--- src/rtl/ddr_rgn_pkg.sv ---
package ddr_rgn_pkg;

    localparam int RGN_NUM  = 8;
    localparam int ADDR_W   = 32;
    localparam int MB_SHIFT = 20;
    localparam int HALF_W   = 16;

    // Role of a configuration word index
    typedef enum logic [2:0] {
        WK_LOWER,
        WK_UPPER,
        WK_CTRL,
        WK_CLEAR,
        WK_NONE
    } word_kind_e;

    typedef struct packed {
        logic              valid;
        logic              secure;
        logic [ADDR_W-1:0] addr;
    } chk_req_t;

    function automatic word_kind_e classify_word(int idx, int nrgn);
        if (idx < nrgn)               return WK_LOWER;
        else if (idx < 2 * nrgn)      return WK_UPPER;
        else if (idx == 2 * nrgn)     return WK_CTRL;
        else if (idx == 2 * nrgn + 1) return WK_CLEAR;
        else                          return WK_NONE;
    endfunction

    // Upper half of the written word selects which lower bits change
    function automatic logic [HALF_W-1:0] merge_masked(logic [HALF_W-1:0] old_v,
                                                       logic [2*HALF_W-1:0] wr);
        return (old_v & ~wr[2*HALF_W-1:HALF_W]) | (wr[HALF_W-1:0] & wr[2*HALF_W-1:HALF_W]);
    endfunction

endpackage

--- src/rtl/ddr_rgn_cfg.sv ---
module ddr_rgn_cfg
    import ddr_rgn_pkg::*;
#(
    parameter int N_RGN  = 8,
    parameter int MB_W   = 12,
    parameter int CFG_AW = 5
) (
    input  logic                        clk,
    input  logic                        rst,
    input  logic                        cfg_we,
    input  logic [CFG_AW-1:0]           cfg_addr,
    input  logic [2*HALF_W-1:0]         cfg_wdata,
    output logic [N_RGN-1:0][MB_W-1:0]  lower_q,
    output logic [N_RGN-1:0][MB_W-1:0]  upper_q,
    output logic [N_RGN-1:0]            enable_q,
    output logic                        outside_q,
    output logic                        bypass_q,
    output logic                        clear_pulse
);
    localparam int CTRL_W = N_RGN + 2;

    word_kind_e kind;
    logic [CTRL_W-1:0] ctrl_q;
    logic [HALF_W-1:0] ctrl_merged;

    always_comb begin
        kind = classify_word(int'(cfg_addr), N_RGN);
    end

    genvar g;
    generate
        for (g = 0; g < N_RGN; g++) begin : g_rgn
            logic [HALF_W-1:0] lo_merged;
            logic [HALF_W-1:0] hi_merged;
            logic wr_lo;
            logic wr_hi;
            assign wr_lo     = cfg_we && (cfg_addr == CFG_AW'(g));
            assign wr_hi     = cfg_we && (cfg_addr == CFG_AW'(g + N_RGN));
            assign lo_merged = merge_masked(HALF_W'(lower_q[g]), cfg_wdata);
            assign hi_merged = merge_masked(HALF_W'(upper_q[g]), cfg_wdata);
            always_ff @(posedge clk) begin
                if (rst) begin
                    lower_q[g] <= '0;
                    upper_q[g] <= '0;
                end else begin
                    if (wr_lo) lower_q[g] <= lo_merged[MB_W-1:0];
                    if (wr_hi) upper_q[g] <= hi_merged[MB_W-1:0];
                end
            end
        end
    endgenerate

    assign ctrl_merged = merge_masked(HALF_W'(ctrl_q), cfg_wdata);

    always_ff @(posedge clk) begin
        if (rst) begin
            ctrl_q <= CTRL_W'(1) << (N_RGN + 1);
        end else if (cfg_we && kind == WK_CTRL) begin
            ctrl_q <= ctrl_merged[CTRL_W-1:0];
        end
    end

    assign enable_q    = ctrl_q[N_RGN-1:0];
    assign outside_q   = ctrl_q[N_RGN];
    assign bypass_q    = ctrl_q[N_RGN+1];
    assign clear_pulse = cfg_we && (kind == WK_CLEAR) && cfg_wdata[HALF_W] && cfg_wdata[0];

    // a control write with an all-zero enable half changes nothing
    a_r2_ctrl_masked_hold: assert property (@(posedge clk) disable iff (rst)
        (cfg_we && kind == WK_CTRL && cfg_wdata[2*HALF_W-1:HALF_W] == '0) |=> $stable(ctrl_q))
        else $error("a_r2_ctrl_masked_hold");

    // writes to other words leave the control word alone
    a_r2_ctrl_other_hold: assert property (@(posedge clk) disable iff (rst)
        (!(cfg_we && kind == WK_CTRL)) |=> $stable(ctrl_q))
        else $error("a_r2_ctrl_other_hold");

endmodule

--- src/rtl/ddr_rgn_match.sv ---
module ddr_rgn_match #(
    parameter int N_RGN = 8,
    parameter int MB_W  = 12
) (
    input  logic [MB_W-1:0]             mb,
    input  logic [N_RGN-1:0][MB_W-1:0]  lower_q,
    input  logic [N_RGN-1:0][MB_W-1:0]  upper_q,
    output logic [N_RGN-1:0]            hit,
    output logic                        any_in
);
    genvar g;
    generate
        for (g = 0; g < N_RGN; g++) begin : g_cmp
            // inclusive bounds; lower > upper yields no coverage
            assign hit[g] = (mb >= lower_q[g]) && (mb <= upper_q[g]);
        end
    endgenerate

    assign any_in = |hit;

endmodule

--- src/rtl/ddr_rgn_judge.sv ---
module ddr_rgn_judge
    import ddr_rgn_pkg::*;
#(
    parameter int N_RGN = 8
) (
    input  logic               clk,
    input  logic               rst,
    input  chk_req_t           req,
    input  logic [N_RGN-1:0]   hit,
    input  logic               any_in,
    input  logic [N_RGN-1:0]   enable_q,
    input  logic               outside_q,
    input  logic               bypass_q,
    input  logic               clear_pulse,
    output logic               resp_valid,
    output logic               resp_allow,
    output logic               err_flag,
    output logic [ADDR_W-1:0]  err_addr
);
    logic addr_secure;
    logic deny;

    always_comb begin
        addr_secure = !bypass_q && ((|(hit & enable_q)) || (outside_q && !any_in));
        deny        = req.valid && !req.secure && addr_secure;
    end

    always_ff @(posedge clk) begin
        if (rst) begin
            resp_valid <= 1'b0;
            resp_allow <= 1'b1;
            err_flag   <= 1'b0;
            err_addr   <= '0;
        end else begin
            resp_valid <= req.valid;
            resp_allow <= !deny;
            if (deny && (!err_flag || clear_pulse)) err_addr <= req.addr;
            err_flag <= deny || (err_flag && !clear_pulse);
        end
    end

    // response strobe follows the request by one edge
    a_r9_resp_follows: assert property (@(posedge clk) disable iff (rst)
        req.valid |=> resp_valid) else $error("a_r9_resp_follows");
    a_r9_resp_idle: assert property (@(posedge clk) disable iff (rst)
        !req.valid |=> !resp_valid) else $error("a_r9_resp_idle");
    // secure requesters always pass
    a_r7_secure_pass: assert property (@(posedge clk) disable iff (rst)
        (req.valid && req.secure) |=> resp_allow) else $error("a_r7_secure_pass");
    // bypass passes everything
    a_r6_bypass_pass: assert property (@(posedge clk) disable iff (rst)
        (req.valid && bypass_q) |=> resp_allow) else $error("a_r6_bypass_pass");
    // flag is sticky and its address frozen without a clear
    a_r10_flag_sticky: assert property (@(posedge clk) disable iff (rst)
        (err_flag && !clear_pulse) |=> err_flag) else $error("a_r10_flag_sticky");
    a_r10_addr_frozen: assert property (@(posedge clk) disable iff (rst)
        (err_flag && !clear_pulse) |=> $stable(err_addr)) else $error("a_r10_addr_frozen");
    a_r10_deny_flags: assert property (@(posedge clk) disable iff (rst)
        (resp_valid && !resp_allow) |-> err_flag) else $error("a_r10_deny_flags");
    // a clear with no competing denial drops the flag
    a_r11_clear_drops: assert property (@(posedge clk) disable iff (rst)
        (clear_pulse && !deny) |=> !err_flag) else $error("a_r11_clear_drops");

endmodule

--- src/rtl/ddr_region_filter.sv ---
module ddr_region_filter
    import ddr_rgn_pkg::*;
#(
    parameter int N_RGN    = RGN_NUM,
    parameter int MBSHIFT  = MB_SHIFT,
    parameter int CFG_AW   = 5
) (
    input  logic              clk,
    input  logic              rst,
    input  logic              cfg_we,
    input  logic [CFG_AW-1:0] cfg_addr,
    input  logic [31:0]       cfg_wdata,
    input  logic              chk_valid,
    input  logic              chk_secure,
    input  logic [ADDR_W-1:0] chk_addr,
    output logic              resp_valid,
    output logic              resp_allow,
    output logic              err_flag,
    output logic [ADDR_W-1:0] err_addr
);
    localparam int MB_W = ADDR_W - MBSHIFT;

    logic [N_RGN-1:0][MB_W-1:0] lower_q;
    logic [N_RGN-1:0][MB_W-1:0] upper_q;
    logic [N_RGN-1:0]           enable_q;
    logic                       outside_q;
    logic                       bypass_q;
    logic                       clear_pulse;
    logic [N_RGN-1:0]           hit;
    logic                       any_in;
    chk_req_t                   req;

    assign req.valid  = chk_valid;
    assign req.secure = chk_secure;
    assign req.addr   = chk_addr;

    ddr_rgn_cfg #(.N_RGN(N_RGN), .MB_W(MB_W), .CFG_AW(CFG_AW)) u_cfg (
        .clk(clk), .rst(rst), .cfg_we(cfg_we), .cfg_addr(cfg_addr), .cfg_wdata(cfg_wdata),
        .lower_q(lower_q), .upper_q(upper_q), .enable_q(enable_q),
        .outside_q(outside_q), .bypass_q(bypass_q), .clear_pulse(clear_pulse)
    );

    ddr_rgn_match #(.N_RGN(N_RGN), .MB_W(MB_W)) u_match (
        .mb(chk_addr[ADDR_W-1:MBSHIFT]), .lower_q(lower_q), .upper_q(upper_q),
        .hit(hit), .any_in(any_in)
    );

    ddr_rgn_judge #(.N_RGN(N_RGN)) u_judge (
        .clk(clk), .rst(rst), .req(req), .hit(hit), .any_in(any_in),
        .enable_q(enable_q), .outside_q(outside_q), .bypass_q(bypass_q),
        .clear_pulse(clear_pulse), .resp_valid(resp_valid), .resp_allow(resp_allow),
        .err_flag(err_flag), .err_addr(err_addr)
    );

    // the cycle after reset releases, the block is in bypass with no error
    a_r1_reset_state: assert property (@(posedge clk)
        $fell(rst) |-> (bypass_q && enable_q == '0 && !outside_q && !err_flag && !resp_valid))
        else $error("a_r1_reset_state");

endmodule

--- config.mk ---
export PLATFORM = sky130hd
export DESIGN_NAME = ddr_region_filter
export DESIGN_NICKNAME = d
export VERILOG_FILES = /design/src/rtl/ddr_rgn_pkg.sv /design/src/rtl/ddr_rgn_cfg.sv /design/src/rtl/ddr_rgn_match.sv /design/src/rtl/ddr_rgn_judge.sv /design/src/rtl/ddr_region_filter.sv
export SDC_FILE = /design/constraint.sdc
export NUM_CORES = 1
export LEC_CHECK = 0
export ABC_AREA = 1
export BUFFER_PORTS_ARGS = -buffer_cell sky130_fd_sc_hd__buf_2
export CORE_ASPECT_RATIO = 1.25
export CORE_MARGIN = 8
export CORE_UTILIZATION = 40
export DETAILED_ROUTE_END_ITERATION = 10
export GPL_TIMING_DRIVEN = 1
export MAX_ROUTING_LAYER = met4
export SYNTH_ARGS = -nofsm -noshare
export SYNTH_HDL_FRONTEND = slang
export SYNTH_SLANG_ARGS = --single-unit
--- constraint.sdc ---
create_clock -name clk -period 2.6 [get_ports clk]
set_input_delay 0.39 -clock clk [delete_from_list [all_inputs] [get_ports clk]]
set_output_delay 0.39 -clock clk [all_outputs]
set_load 0.1 [all_outputs]
==> metrics.md <==
| Metric | Value |
|---|---|
| Outcome | completed |
| Sw Share | 27.5% |
| Setup Fix Bufs, Post-CTS | 0 |
| Initial DRC count | 960 |
| Share of cells above drive strength 1 | 12.4% |
| Post-DP HPWL | 32,500 um |
| Vias per cell | 5.14 |
| Critical Path Start Type | register |
| Top_reg_cell synth | dfxtp_1 |
| Antenna-violating nets left | 0 |
| Critical path class | reg -> reg |
| DIE AREA | 0.0426 sq mm |
| Grt ovf | 0 |
| Core Region | 0.0360 sq mm |
| Clk Tree Root Cell | clkbuf_16 |
| Post-route insts no fill | 2,727 |
| Ordered cell list for the critical path | inv_1 > ha_1 > nand2_1 > nor2_1 > and2_1 > nand2_1 > nand3_1 > nand2_1 > nand2_1 > nand2_1 > nor2_2 > nand3_2 > nand3_4 > nand3_4 > buf_12 > nand2_2 > inv_1 > nor2_1 |
| Ys Warns | 0 |
| Worst-Margin Slew | 862 ps |
| Drt pass-1 iters | 5 |
| TritonCTS Buffers | 27 |
| P_sw | 2.32 mW |
| Worst-Skew Late Latency | 540 ps |
| Synth Register Bits | 237 |
| P&R area growth vs syn | 17.1% |
| Gpl congestion | 0.870 |
| # setup viols final | 0 |
| DR WL/cell | 17.2 um |
| Final critical-path share of the clock period | 90.1% |
| DRC | 0 |
| Clock Power Share | 43.6% |
| CTS tree | yes |
| Die X | 186 um |
| Leak Pwr | 7.20 nW |
| Combinational Power Share | 13.0% |
| Yosys cell types | 30 |
| Port buffer count | 100 |
| Commonest cells post-synth | nand2_1 (409), inv_1 (375), a21oi_1 (268) |
| Bufs on Longest Clock Path | 3 |
| Initial Util | 40.2% |
| Routed wire length | 46,900 um |
| # rows | 78 |
| Sequential power share | 43.4% |
| Top-count cell post-synth | nand2_1 |
| Post-Syn Nets | 2,361 |
| Fmax | 0.427 GHz |
| IR Drop Worst-Case VDD | 404 uV |
| Cell mode on critical path | nand2_1 |
| Cell internal pwr | 6.10 mW |
| Tightest Hold Check Type | in -> reg |
| Vias in the first global route | 13.3k |
| Mean post-synth cell area | 6.92 sq um |
| Clk slew on worst S/H paths | 60 ps |
| Hold slack | 85.2 ps |
| Critical-path top delay cell | dfxtp_1 |
| Boundary pin count | 109 |
| Slew Limit Fails | 0 |
| Mapped cell area | 0.0145 sq mm |
| Sequential area share after synthesis | 32.7% |
| Overall Global Routing Usage | 22.4% |
| H-tree levels | 1 |
| CTS Sinks | 237 |
| WP data required | 3080 ps |
| Ranking of synthesized cells by area | dfxtp_1 (33%), ha_1 (17%), nand2_1 (11%) |
| Number of synthesized flops with an enable pin | 0 |
| Vias | 14.0k |
| Yosys top cell area share | 32.7% |
| Mapped Cells | 2,095 |
| Delay-heaviest family, CP | simple AND/OR/NAND/NOR gates |
| TNS Setup | 0 ps |
| Global-route wire length before repair | 73,400 um |
| Die Span Y | 229 um |
| Crit path DAT | 2830 ps |
| Slew HR | 42.6% |
| Endpoints failing hold | 0 |
| Maxcap violations | 0 |
| Nets | 2,493 |
| Largest net degree at the start of global routing | 72 |
| Critical Path Fanout Max | 12 |
| Yosys top cell by area | dfxtp_1 |
| Buf/Inv on CP | 3 |
| Unrepaired setup endpoints after global routing | false |
| CP peak stage delay | 300 ps |
| Final setup skew | 10.9 ps |
| Ys async rst share | 0% |
| CP Capture Type | register |
| Min Tclk post-route | 2340 ps |
| Initial antenna violation count | 2 |
| PwrDens | 496 mW/mm^2 |
| FF-to-FF setup slack | 260 ps |
| Inst Count DP | 2,678 |
==> cell usage in the layout (no fill, tap or decap), drive strengths merged, types with 2 or more instances in the layout <==
cell,Yosys,routed
nand2,439,439
inv,376,376
a21oi,268,268
dfxtp,237,237
o21ai,208,208
buf,13,200
ha,192,192
nand3,100,100
nor2,98,98
nand4,52,52
clkbuf,84,43
a21o,6,6
nor3,6,6
and2,5,5
clkinv,1,4
o21bai,3,3
diode,0,2
o21a,2,2
a21boi,2,2
==> worst register-to-register path: stages (launching register included) <==
cell	delay, ps
dfxtp_1	300
inv_1	50
ha_1	280
nand2_1	70
nor2_1	190
and2_1	180
nand2_1	60
nand3_1	70
nand2_1	90
nand2_1	100
nand2_1	70
nor2_2	110
nand3_2	90
nand3_4	120
nand3_4	140
buf_12	190
nand2_2	50
inv_1	30
nor2_1	100
==> timing repair <==
item | CTS | global route
endpoints found under the setup margin | 0 | 33
gates resized for setup | 0 | 4
hold buffers | 0 | 0
==> per-stage QoR <==
step	power [mW]	cell area, sq um	util, %	setup WS [ps]
2_1_floorplan	4.31	14500	-	238
3_3_place_gp	4.80	16100	44.8	-167
3_5_place_dp	4.82	16100	44.8	-193
4_1_cts	8.50	17000	47.1	188
5_1_grt	8.75	17000	47.1	15.0
6_report	8.42	17000	47.1	257
==> area by class of cell <==
class / count / area (sq um)
multi-input cells: 1384 / 7940
diodes: 2 / 5.00
inverters: 377 / 1420
repair buffers: 200 / 1440
clock inverters: 4 / 26.3
well taps: 480 / 601
fillers: 3569 / 19000
flip-flops and latches: 237 / 4740
clock buffers: 43 / 796
==> kinds of logic (layout without fill, tap and decap cells) <==
family	after synthesis	in the layout	share of synthesized area, %
other	0	2	0
buffers and inverters	474	624	12.6
flip-flops	237	237	32.7
AO/OA/AOI/OAI	490	490	17.2
AND/OR/NAND/NOR	702	702	20.9
adder cells (fa/ha/maj)	192	192	16.6
==> routing by layer <==
metal | routed length (um) | GRT usage (%) | vias up
met3 | 2910 | 2.50 | 92
met5 | 0 | - | -
li1 | - | - | 7053
met4 | 1470 | 7.33 | 0
met2 | 22700 | 37.9 | 384
met1 | 19800 | 27.2 | 6480
==> power groups by stage <==
stage               clock [mW]  sequential [mW]  combinational (mW)
floorplan                    0             3.74               0.571
global placement             0             3.74                1.06
detailed placement           0             3.74                1.09
CTS                       3.75             3.66                1.09
global route              3.87             3.66                1.22
finish                    3.67             3.66                1.10
==> path summary, 6_finish.rpt <==
| path | end | from | cells past startpoint |
|---|---|---|---|
| worst min-delay path | u_judge.resp_valid$_SDFF_PP0_ | chk_valid | 3 |
| worst max-delay path | u_judge.err_addr[6]$_SDFFE_PP0P_ | register | 18 |
| worst max register to register | u_judge.err_addr[6]$_SDFFE_PP0P_ | register | 18 |
| worst min register to register | register | register | 2 |
(Power assumes the default switching activity.)
